## src/rtl/qic_pkg.sv

```systemverilog
package qic_pkg;
  typedef enum logic [1:0] {
    MODE_X1    = 2'd0,
    MODE_X2    = 2'd1,
    MODE_X4    = 2'd2,
    MODE_PULSE = 2'd3
  } qic_mode_e;

  // A phase is the pair of channel levels {A,B}.
  localparam int PHASE_W = 2;
endpackage

```

## src/rtl/qic_edge_decoder.sv

```systemverilog
module qic_edge_decoder
  import qic_pkg::*;
(
  input  logic      clk,
  input  logic      rst_n,
  input  logic      ch_a,
  input  logic      ch_b,
  input  qic_mode_e mode,
  output logic      a_q,
  output logic      b_q,
  output logic      step_up,
  output logic      step_dn,
  output logic      illegal
);
  logic a_chg, b_chg, both_chg, differ;

  always_ff @(posedge clk or negedge rst_n) begin
    if (!rst_n) begin
      a_q <= 1'b0;
      b_q <= 1'b0;
    end else begin
      a_q <= ch_a;
      b_q <= ch_b;
    end
  end

  assign a_chg    = ch_a ^ a_q;
  assign b_chg    = ch_b ^ b_q;
  assign both_chg = a_chg & b_chg;
  assign differ   = ch_a ^ ch_b;

  always_comb begin
    step_up = 1'b0;
    step_dn = 1'b0;
    illegal = 1'b0;
    unique case (mode)
      MODE_X4: begin
        if (both_chg) begin
          illegal = 1'b1;
        end else if (a_chg) begin
          step_up = differ;
          step_dn = ~differ;
        end else if (b_chg) begin
          step_up = ~differ;
          step_dn = differ;
        end
      end
      MODE_X2: begin
        if (both_chg) begin
          illegal = 1'b1;
        end else if (a_chg) begin
          step_up = differ;
          step_dn = ~differ;
        end
      end
      MODE_X1: begin
        if (both_chg) begin
          illegal = 1'b1;
        end else if (a_chg && !ch_b) begin
          step_up = ch_a;
          step_dn = ~ch_a;
        end
      end
      default: begin
        step_up = ch_a & ~a_q;
        step_dn = ch_b & ~b_q;
      end
    endcase
  end
endmodule

```

## src/rtl/qic_index_gate.sv

```systemverilog
module qic_index_gate
  import qic_pkg::*;
(
  input  logic               clk,
  input  logic               rst_n,
  input  logic               active,
  input  logic               index_en,
  input  logic [PHASE_W-1:0] reload_phase,
  input  logic               ch_a,
  input  logic               ch_b,
  input  logic               ch_z,
  input  logic               step_any,
  output logic               cond,
  output logic               reload_req,
  output logic               load_take
);
  logic done_q;
  logic phase_hit;

  assign phase_hit  = (ch_a == reload_phase[1]) && (ch_b == reload_phase[0]);
  assign cond       = active & index_en & phase_hit & ch_z;
  assign reload_req = cond & ~done_q;
  // Counting wins; the request stays pending while the condition holds.
  assign load_take  = reload_req & ~step_any;

  always_ff @(posedge clk or negedge rst_n) begin
    if (!rst_n)        done_q <= 1'b0;
    else if (!cond)    done_q <= 1'b0;
    else if (load_take) done_q <= 1'b1;
  end
endmodule

```

## src/rtl/qic_count_reg.sv

```systemverilog
module qic_count_reg #(
  parameter int CNT_W = 32,
  parameter int INIT  = 0
) (
  input  logic                    clk,
  input  logic                    rst_n,
  input  logic                    arm_rise,
  input  logic                    active,
  input  logic                    step_up,
  input  logic                    step_dn,
  input  logic                    illegal,
  input  logic                    load_take,
  input  logic signed [CNT_W-1:0] reload_val,
  output logic signed [CNT_W-1:0] count,
  output logic                    gray_err
);
  localparam logic signed [CNT_W-1:0] INIT_V = CNT_W'(INIT);
  localparam logic signed [CNT_W-1:0] ONE    = CNT_W'(1);

  always_ff @(posedge clk or negedge rst_n) begin
    if (!rst_n) begin
      count <= INIT_V;
    end else if (arm_rise) begin
      count <= INIT_V;
    end else if (active) begin
      if (step_up && !step_dn)      count <= count + ONE;
      else if (step_dn && !step_up) count <= count - ONE;
      else if (load_take)           count <= reload_val;
    end
  end

  always_ff @(posedge clk or negedge rst_n) begin
    if (!rst_n)                gray_err <= 1'b0;
    else if (arm_rise)         gray_err <= 1'b0;
    else if (active && illegal) gray_err <= 1'b1;
  end
endmodule

```

## src/rtl/quad_index_counter.sv

```systemverilog
module quad_index_counter
  import qic_pkg::*;
#(
  parameter int CNT_W = 32,
  parameter int INIT  = 0
) (
  input  logic                    clk,
  input  logic                    rst_n,
  input  logic                    arm,
  input  logic [1:0]              mode,
  input  logic [1:0]              reload_phase,
  input  logic                    index_en,
  input  logic signed [CNT_W-1:0] reload_val,
  input  logic                    ch_a,
  input  logic                    ch_b,
  input  logic                    ch_z,
  output logic signed [CNT_W-1:0] count,
  output logic                    gray_err
);
  logic arm_q, arm_rise, active;
  logic a_q, b_q, step_up, step_dn, illegal, step_any;
  logic cond, reload_req, load_take;

  always_ff @(posedge clk or negedge rst_n) begin
    if (!rst_n) arm_q <= 1'b0;
    else        arm_q <= arm;
  end

  assign arm_rise = arm & ~arm_q;
  assign active   = arm & arm_q;
  assign step_any = step_up ^ step_dn;

  qic_edge_decoder u_dec (
    .clk     (clk),
    .rst_n   (rst_n),
    .ch_a    (ch_a),
    .ch_b    (ch_b),
    .mode    (qic_mode_e'(mode)),
    .a_q     (a_q),
    .b_q     (b_q),
    .step_up (step_up),
    .step_dn (step_dn),
    .illegal (illegal)
  );

  qic_index_gate u_idx (
    .clk          (clk),
    .rst_n        (rst_n),
    .active       (active),
    .index_en     (index_en),
    .reload_phase (reload_phase),
    .ch_a         (ch_a),
    .ch_b         (ch_b),
    .ch_z         (ch_z),
    .step_any     (step_any),
    .cond         (cond),
    .reload_req   (reload_req),
    .load_take    (load_take)
  );

  qic_count_reg #(.CNT_W(CNT_W), .INIT(INIT)) u_cnt (
    .clk        (clk),
    .rst_n      (rst_n),
    .arm_rise   (arm_rise),
    .active     (active),
    .step_up    (step_up),
    .step_dn    (step_dn),
    .illegal    (illegal),
    .load_take  (load_take),
    .reload_val (reload_val),
    .count      (count),
    .gray_err   (gray_err)
  );
endmodule

```

## config.mk

```make
export PLATFORM = sky130hd
export DESIGN_NAME = quad_index_counter
export DESIGN_NICKNAME = d
export VERILOG_FILES = /design/src/rtl/qic_pkg.sv /design/src/rtl/qic_edge_decoder.sv /design/src/rtl/qic_index_gate.sv /design/src/rtl/qic_count_reg.sv /design/src/rtl/quad_index_counter.sv
export SDC_FILE = /design/constraint.sdc
export NUM_CORES = 1
export LEC_CHECK = 0
export BUFFER_PORTS_ARGS = -buffer_cell sky130_fd_sc_hd__buf_2
export CAP_MARGIN = 20
export CORE_AREA = 3 3 93 95
export DETAILED_ROUTE_END_ITERATION = 12
export DIE_AREA = 0 0 96 98
export GPL_TIMING_DRIVEN = 0
export PLACE_DENSITY = 0.75
export SETUP_SLACK_MARGIN = 0.5
export SLEW_MARGIN = 0
export SYNTH_ARGS = -nofsm -noshare
export SYNTH_HDL_FRONTEND = slang
export SYNTH_SLANG_ARGS = --single-unit
```

## constraint.sdc

```tcl
create_clock -name clk -period 4.3 [get_ports clk]
set_clock_uncertainty 0.15 [all_clocks]
set_input_delay 1.29 -clock clk [delete_from_list [all_inputs] [get_ports clk]]
set_output_delay 1.29 -clock clk [all_outputs]
set_load 0.02 [all_outputs]
```

==> flow_summary.yaml, run 1 <==
status:
  status: "finished, final reports clean"
finish:
  antenna_cells: 0
  mostFrequentLayoutCells: "buf_2, nor2_1, nand2_1"
  layout-drive-gt1-share_pct: 32.6
  final_common_cell: "buf_2"
  nFillCells: 712
  layout.nets: 616
  area_growth_pct: 32.0
  fin_util_pct: 60.0
clocking:
  clkSinkCount: 37
  cts-root-buf: "clkbuf_8"
  worstSkewPairLatency_ns: 0.31
  cts_max_level: 2
  cts_tree: "built"
  cts_buffers: 5
  postCtsHoldBufs: 0
  path_clk_slew_ns: 0.08
  cts.path.max_buffers: 2
yosys:
  synth.distinct_cells: 69
  synth_area_mm2: 0.00355
  ys_top_cells_by_area: "dfrtp_1, nor2_1, nand2_1, o21ai_0, xor2_1"
  synthesis.nets: 517
  avgSynthCellArea_um2: 7.59
  synth-seq-area-share_pct: 26.1
  yosysWarnings: 0
  synthArstFlopShare_pct: 100
  yosys.area.top_type: "dfrtp_1"
  synth_top_area_share_pct: 26.1
  synth_ff_type: "dfrtp_1"
  synth_seq_cells: 37
  syn_inst: 468
  synth_edf_count: 0
route:
  totalWireLength_um: 12900
  drt-met1-wl_um: 5160
  detail-route-antenna-nets: 0
  wl_met3_um: 1130
  wl_met2_um: 6030
  wl_per_cell_um: 19.2
  drt_iter0_drc: 340
  first_pass_iters: 5
  top_layer_used: "met4"
  viasPerCell: 6.20
  num_vias: 4156
  drc: 0
sta:
  fmax_mhz: 258
  finalSetupViolCount: 0
  hold_viol: 0
  drv_slew: 0
  rsz0062_at_grt: "yes"
  layout_min_cycle_time_ns: 3.87
  worstMarginPinSlew_ns: 0.873
  timing.hold.ws_ns: 0.369
  maxSlewHeadroom_pct: 41.8
  fin_crit_sh_pct: 90.0
power:
  power_density_mw_per_mm2: 393
  p_total_mw: 1.84
  ir_worst_vdd_uv: 166
  power_leakage_nw: 2.03
place:
  io_buffers: 75
  dp_hpwl_um: 8770
  gp_congestion: 0.973
setup_path:
  cpMostUsedCell: "buf_6"
  cp_top_family: "compound AO/OA/AOI/OAI gates"
  reg2reg_from: "u_dec.b_q"
  critPathKind: "input port to flip-flop"
  cpMaxStageDelayCell: "ha_4"
  endpoint_kind: "flip-flop"
  slowest_delay_ns: 0.27
  critPathMaxFanout: 5
  crit_start: "ch_a"
  path_buf_inv: 5
  worstPathArrival_ns: 3.89
  required_ns: 4.32
  path_cells: "buf_8 -> ha_4 -> and3b_2 -> o2bb2ai_2 -> nor2_1 -> a221oi_2 -> a31o_2 -> inv_2 -> ha_4 -> nand2b_4 -> nor4b_4 -> buf_6 -> a211oi_4 -> buf_6 -> buf_6 -> a21o_1 -> a21oi_1 -> o211ai_1"
  cp-start-kind: "input port"
global_routing:
  overflow: 0
  grt_max_degree: 38
  antenna_found_initial: 0
  grt_usage_pct: 26.9
  grt_first_pass_wirelength_um: 19900
  grt_pass1_vias: 3965
die:
  dieWidth_um: 96
  coreArea_mm2: 0.00781
  die_height_um: 98
  row_count: 32
  num_io_pins: 76
  design.die.area_mm2: 0.00941
  start_util_pct: 45.5
hold_path:
  hold_path_class: "flip-flop to flip-flop"
  min_from: "u_cnt.gray_err"
run:
  max-cap-violations: 0
worst paths after layout:
check                                  end  slack, ns  depth (start not counted)
min in group asynchronous   u_cnt.count[7]       0.94                          1
hold reg to reg             u_cnt.gray_err       0.37                          2
setup / recovery           u_cnt.count[22]       0.43                         18
max in group asynchronous  u_cnt.count[30]       2.49                          1
hold / removal              u_cnt.gray_err       0.37                          2
setup reg to reg           u_cnt.count[22]       1.06                         18
sequential cells by signal (all words and copies together), names as in the netlist:
signal and count:
arm_q 1, u_cnt.gray_err 1, u_dec.a_q 1, u_cnt.count 32
u_dec.b_q 1, u_idx.done_q 1
cells in the mapped netlist, drive strengths merged (3+ instances only):
cell	number
or3	5
inv	13
or2	5
a31o	3
clkbuf	29
o21a	3
nand4	21
xor2	17
a211o	3
o221ai	7
nor4	14
o22ai	5
a31oi	5
dfrtp	37
buf	11
nor2	54
a21oi	23
ha	6
o211ai	3
nand2b	3
nand3	18
nand2	48
a211oi	13
a21o	7
and2	6
xnor2	15
o31ai	4
nor3	21
o31a	3
o21ai	35
layer usage:
| metal | GRT usage [%] | vias to the layer above |
|---|---|---|
| met3 | 5.01 | 60 |
| li1 | - | 1915 |
| met5 | 0 | - |
| met2 | 42.3 | 254 |
| met1 | 35.1 | 1927 |
| met4 | 12.9 | 0 |
worst register-to-register path, cell delays in order, from the launching register on:
cell and delay, ns:
dfrtp_1 0.37, inv_1 0.10, ha_4 0.22, and3b_2 0.27
o2bb2ai_2 0.12, nor2_1 0.07, a221oi_2 0.18, a31o_2 0.17
inv_2 0.05, ha_4 0.27, nand2b_4 0.06, nor4b_4 0.22
buf_6 0.17, a211oi_4 0.05, buf_6 0.16, buf_6 0.12
a21o_1 0.14, a21oi_1 0.12, o211ai_1 0.12
final cells by class:
class	count	area, um2	share of cell area (%)
buffer	40	272	5.79
multi-input combinational	378	2640	56.2
clock inverter	2	37.5	0.801
sequential	37	926	19.7
inverter	13	56.3	1.20
clock buffer	6	82.6	1.76
tap	102	128	2.72
timing repair buffer	92	551	11.7
kinds of logic (layout without fill, tap and decap cells):
group                    Yosys count  in the layout  share of synthesized area, %
flip-flops                        37             37                          26.1
XOR/XNOR                          32             32                          7.89
AO/OA/AOI/OAI                    128            128                          24.7
adder cells (fa/ha/maj)            6              6                          2.11
buffers and inverters             53            153                          6.16
AND/OR/NAND/NOR                  210            210                          32.5
multiplexers                       2              2                         0.599
metrics by stage:
step	worst slack [ns]	instances	area [um2]	setup TNS [ns]
after global routing	0.373	670	4690	0
after global placement	-0.237	645	4170	-3.06
after CTS	0.434	667	4570	0
after detailed placement	-0.378	645	4170	-7.29
after floorplan	0.360	468	3660	0
final	0.429	670	4690	0
power by group:
part / switching [mW] / internal [mW]
logic: 0.658 / 0.377
registers: 0.0673 / 0.403
clock network: 0.147 / 0.189
total: 0.873 / 0.969
repair_timing:
| action | 4_1_cts | 5_1_grt |
|---|---|---|
| gates cloned | 2 | 0 |
| pin swaps | 17 | 10 |
| setup buffers | 12 | 3 |
| resized for setup | 47 | 33 |
| setup endpoints to repair | 32 | 32 |
(Power assumes the default switching activity.)
==> run 2: changes to the inputs <==
==> constraint.sdc (replaced) <==
create_clock -name clk -period 4.3 [get_ports clk]
set_clock_uncertainty 0.15 [all_clocks]
set_input_delay 1.29 -clock clk [delete_from_list [all_inputs] [get_ports clk]]
set_output_delay 1.29 -clock clk [all_outputs]
set_load 0.1 [all_outputs]
==> run 2 against run 1 <==
Combinational power rose by 37%. Global-route usage hardly changed. Clock power fell by 22%. Critical endpoint is now u_cnt.count[15]. Core utilization up 1.5 points. Largest cell class unchanged. Maximum frequency shrank 1.4%. Sequential power hardly changed. Count of clock-buffer cells in the layout is 1 higher. Critical path type unchanged. Register-to-register slack worse by 0.03 ns. Non-clock buffer count is 8 higher. Power is 17% higher. Via count grew 3.6%.
==> flow_summary.yaml, run 2 (synthesis results as in run 1) <==
sta:
  setup_slack_ns: 0.373
  worstMarginPinSlew_ns: 0.887
  layout_min_cycle_time_ns: 3.93
  timing.hold.ws_ns: 0.373
  fmax_mhz: 255
  rsz0062_at_grt: "yes"
  fin_crit_sh_pct: 91.3
  hold_viol: 0
  drv_slew: 0
  maxSlewHeadroom_pct: 40.9
  finalSetupViolCount: 0
die:
  num_io_pins: 76
  design.die.area_mm2: 0.00941
  row_count: 32
  die_height_um: 98
  dieWidth_um: 96
  coreArea_mm2: 0.00781
  start_util_pct: 45.5
hold_path:
  hold_depth: 2
  hold_path_class: "flip-flop to flip-flop"
route:
  wl_per_cell_um: 19.4
  num_vias: 4305
  detail-route-antenna-nets: 0
  totalWireLength_um: 13100
  viasPerCell: 6.36
  first_pass_iters: 5
  drc: 0
  drt_iter0_drc: 489
global_routing:
  antenna_found_initial: 0
  grt_first_pass_wirelength_um: 20100
  met2_usage_pct: 43.8
  overflow: 0
  met1_usage_pct: 34.0
  grt_pass1_vias: 4082
  use_met3_pct: 4.85
  grt_usage_pct: 26.9
  grt_busiest_layer: "met2"
  grt_max_degree: 38
clocking:
  cts_buffers: 5
  cts_tree: "built"
  cts-root-buf: "clkbuf_8"
  cts_max_level: 2
  clkSinkCount: 37
  postCtsHoldBufs: 0
  worstSkewPairLatency_ns: 0.30
  cts.path.max_buffers: 2
  path_clk_slew_ns: 0.08
finish:
  multi_input_area_mm2: 0.00270
  fin_cells: 677
  fin_util_pct: 61.5
  largest-register: "u_cnt.count"
  seq_area_um2: 926
  area_growth_pct: 35.3
  antenna_cells: 0
  final_common_cell: "buf_2"
  layout-drive-gt1-share_pct: 35.1
  largest_register_ffs: 32
  nFillCells: 689
  layout.nets: 624
  mostFrequentLayoutCells: "buf_2, nor2_1, nand2_1"
setup_path:
  critPathKind: "input port to flip-flop"
  critPathMaxFanout: 5
  reg2reg_setup_slack_ns: 1.03
  required_ns: 4.33
  worstPathArrival_ns: 3.96
  endpoint_kind: "flip-flop"
  reg2reg_depth: 17
  cp-start-kind: "input port"
power:
  internal_power_mw: 0.927
  switching_power_mw: 1.23
  p_total_mw: 2.15
  p_seq_share_pct: 21.8
  pwr-share-comb_pct: 66.1
  power_density_mw_per_mm2: 448
  clkPwrFrac_pct: 12.1
  p_sw_share_pct: 56.9
  ir_worst_vdd_uv: 204
  power_leakage_nw: 2.09
place:
  placed_cells: 645
  place_worst_setup_slack_ns: -0.342
  dp_hpwl_um: 8740
  gp_congestion: 1.00
  io_buffers: 75
run:
  max-cap-violations: 0
status:
  status: "finished, final reports clean"
-- run 2: cell types whose count changed in the layout (fill, tap and decap cells not counted), moves of 3 or more --
cell,previous run,this run
buf_6,6,10
nor2_1,49,46
o21ai_0,23,17
o21ai_1,5,11
o221ai_1,6,3
o221ai_2,1,4
-- run 2: per-stage QoR --
step                instance area (um2)  TNS (ns)
finish                             4800         0
global route                       4800         0
CTS                                4570         0
detailed placement                 4160     -6.72
global placement                   4160     -3.14
floorplan                          3650         0
-- run 2: final cells by class --
| cell class | instances | area share, % |
|---|---|---|
| clock buffers | 7 | 1.80 |
| inverters | 13 | 1.17 |
| plain buffers | 40 | 5.39 |
| multi-input cells | 378 | 56.2 |
| well taps | 102 | 2.66 |
| flip-flops and latches | 37 | 19.3 |
| repair buffers | 100 | 13.5 |
-- run 2: per-layer routing --
layer	routed length, um	vias to the layer above
li1	-	1928
met1	5000	2003
met3	1330	78
met5	0	-
met2	6160	296
met4	621	0
-- run 2: repair_timing --
action,in CTS,in global routing
buffers inserted,18,6
gates cloned,1,0
resized for setup,57,53
setup endpoints to repair,32,32
pin swaps,20,17
-- run 2: worst paths after layout --
| kind | from | end |
|---|---|---|
| max | ch_a | u_cnt.count[15] |
| min | u_cnt.gray_err | u_cnt.gray_err |
| max reg2reg | u_dec.b_q | u_cnt.count[15] |
| min reg2reg | u_cnt.gray_err | u_cnt.gray_err |
| max in group asynchronous | rst_n | u_cnt.count[30] |
| min in group asynchronous | rst_n | u_cnt.count[4] |
-- run 2: worst max-delay path: stages --
cell	delay, ns
buf_8	0.10
ha_4	0.27
and3b_2	0.24
o2bb2ai_4	0.14
nor2_2	0.05
a221oi_2	0.17
a31o_2	0.16
inv_2	0.05
ha_4	0.27
nand2b_4	0.05
nor4b_4	0.26
buf_4	0.18
a211oi_4	0.04
buf_6	0.16
buf_6	0.12
buf_6	0.11
a221o_1	0.30
-- run 2: power by group through the flow --
| stage | Clock [mW] | Combinational (mW) | Sequential, mW |
|---|---|---|---|
| finish | 0.261 | 1.42 | 0.469 |
| global route | 0.279 | 1.50 | 0.479 |
| detailed placement | 0 | 1.27 | 0.474 |
| global placement | 0 | 1.24 | 0.471 |
| CTS | 0.268 | 1.33 | 0.467 |
| floorplan | 0 | 0.612 | 0.862 |
==> run 3: changes to the inputs <==
--- a/config.mk
+++ b/config.mk
@@ -7,12 +7,12 @@
 export LEC_CHECK = 0
 export BUFFER_PORTS_ARGS = -buffer_cell sky130_fd_sc_hd__buf_2
 export CAP_MARGIN = 20
-export CORE_AREA = 3 3 93 95
+export CORE_AREA = 3 3 77 115
 export DETAILED_ROUTE_END_ITERATION = 12
-export DIE_AREA = 0 0 96 98
+export DIE_AREA = 0 0 80 118
 export GPL_TIMING_DRIVEN = 0
+export HOLD_SLACK_MARGIN = 0.02
 export PLACE_DENSITY = 0.75
-export SETUP_SLACK_MARGIN = 0.5
 export SLEW_MARGIN = 0
 export SYNTH_ARGS = -nofsm -noshare
 export SYNTH_HDL_FRONTEND = slang
==> run 3 against run 2 <==
Count of clock-buffer cells in the layout unchanged. Flip-flop and latch count unchanged. Sequential power about the same. Routed wire length decreased by 5.5%. First-iteration DRC count decreased by 39%. Power decreased by 0.90%. Via count decreased by 6.5%. Register-to-register slack got worse by 0.14 ns. Worst setup slack got worse by 0.25 ns. Global-route usage decreased by 0.20 points. Critical path depth decreased by 1. Design area decreased by 9.8%. Critical path type unchanged.
==> flow_summary.yaml, run 3 (synthesis results as in run 1) <==
global_routing:
  grt_first_pass_wirelength_um: 19600
  grt_usage_pct: 26.7
  overflow: 0
  grt_pass1_vias: 3909
  grt_max_degree: 38
  antenna_found_initial: 0
clocking:
  cts_buffers: 5
  clkSinkCount: 37
  postCtsHoldBufs: 0
  cts_tree: "built"
  cts_max_level: 2
  cts.path.max_buffers: 2
  path_clk_slew_ns: 0.06
  worstSkewPairLatency_ns: 0.29
  cts-root-buf: "clkbuf_16"
finish:
  layout-drive-gt1-share_pct: 25.1
  largest_register_ffs: 32
  layout.nets: 603
  mostFrequentLayoutCells: "buf_2, nor2_1, nand2_1"
  post-route-cell-area_mm2: 0.00433
  area_growth_pct: 22.0
  largest-register: "u_cnt.count"
  final_common_cell: "buf_2"
  antenna_cells: 0
setup_path:
  reg2reg_setup_slack_ns: 0.89
  worstPathArrival_ns: 4.26
  endpoint_kind: "flip-flop"
  r2r_end: "u_cnt.count[16]"
  reg2reg_depth: 16
  required_ns: 4.38
  crit_start: "ch_b"
  cp-start-kind: "input port"
  cp-endpoint: "u_cnt.count[16]"
  reg2reg_from: "u_dec.b_q"
  critPathKind: "input port to flip-flop"
  critPathMaxFanout: 10
place:
  dp_hpwl_um: 9190
  place_area_mm2: 0.00407
  place_worst_setup_slack_ns: -0.897
  io_buffers: 75
  gp_congestion: 0.976
power:
  internal_power_mw: 0.958
  pwr-share-comb_pct: 60.1
  switching_power_mw: 1.18
  p_seq_share_pct: 22.0
  power_density_mw_per_mm2: 492
  power_leakage_nw: 1.90
  ir_worst_vdd_uv: 222
  p_total_mw: 2.13
  p_sw_share_pct: 55.1
  clkPwrFrac_pct: 17.8
hold_path:
  hold_path_class: "flip-flop to flip-flop"
die:
  die_height_um: 118
  row_count: 40
  start_util_pct: 44.4
  coreArea_mm2: 0.00801
  design.die.area_mm2: 0.00944
  num_io_pins: 76
  dieWidth_um: 80
sta:
  fmax_mhz: 240
  timing.hold.ws_ns: 0.367
  layout_min_cycle_time_ns: 4.17
  hold_viol: 0
  fin_crit_sh_pct: 97.1
  setup_slack_ns: 0.125
  finalSetupViolCount: 0
  worstMarginPinSlew_ns: 0.940
  drv_slew: 0
  totalNegativeSetupSlack_ns: 0
  maxSlewHeadroom_pct: 37.3
route:
  detail-route-antenna-nets: 0
  first_pass_iters: 5
  drc: 0
  viasPerCell: 6.11
  totalWireLength_um: 12400
  drt_iter0_drc: 298
  wl_per_cell_um: 18.8
  num_vias: 4024
status:
  status: "finished, final reports clean"
run:
  max-cap-violations: 0
-- run 3: per-layer routing --
| metal | vias to the layer above | GRT usage (%) | share of wire (%) |
|---|---|---|---|
| li1 | 1894 | - | - |
| met1 | 1897 | 30.6 | 37 |
| met2 | 188 | 46.1 | 51 |
| met3 | 45 | 4.52 | 7.0 |
| met4 | 0 | 14.2 | 4.7 |
| met5 | - | 0 | 0 |
-- run 3: how the worst min path moves through the flow --
stage | start | to | slack (ns) | cells after the start
after global routing | u_cnt.gray_err | u_cnt.gray_err | 0.41 | 2
after CTS | u_cnt.gray_err | u_cnt.gray_err | 0.37 | 2
final | u_cnt.gray_err | u_cnt.gray_err | 0.37 | 2
after detailed placement | u_cnt.gray_err | u_cnt.gray_err | 0.34 | 2
after global placement | u_cnt.gray_err | u_cnt.gray_err | 0.34 | 2
after floorplan | u_idx.done_q | u_idx.done_q | 0.36 | 2
-- run 3: worst max-delay path, cell delays in order --
cell and delay [ns]:
clkbuf_4 0.16, ha_4 0.25, and3b_1 0.24, o2bb2ai_2 0.12
nor2_1 0.05, a221oi_1 0.24, a31o_2 0.17, inv_1 0.05
ha_2 0.31, nand2b_1 0.09, nor4b_4 0.34, or2_2 0.18
clkbuf_2 0.25, o21ai_0 0.14, a211oi_1 0.25, a21o_1 0.11
-- run 3: final cells by class --
cell class,instances,area (um2)
plain buffers,39,174
inverters,13,48.8
well taps,105,131
repair buffers,80,419
clock buffers,7,143
flip-flops and latches,37,926
fillers,778,3670
multi-input cells,378,2490
-- run 3: timing repair --
item                       CTS  global route
pin swaps                    2             1
buffers inserted             4             1
gates resized for setup     11            17
setup endpoints to repair   32            30
-- run 3: power groups by stage --
| stage | combinational [mW] | sequential, mW | clock (mW) |
|---|---|---|---|
| after floorplan | 0.595 | 0.862 | 0 |
| after global placement | 1.23 | 0.472 | 0 |
| after detailed placement | 1.25 | 0.475 | 0 |
| after CTS | 1.26 | 0.469 | 0.386 |
| after global routing | 1.37 | 0.479 | 0.397 |
| final | 1.28 | 0.470 | 0.380 |
-- run 3: through the flow --
step,instances,util [%]
after floorplan,468,-
after global placement,648,50.8
after detailed placement,648,50.8
after CTS,658,53.2
after global routing,659,54.1
final,659,54.1
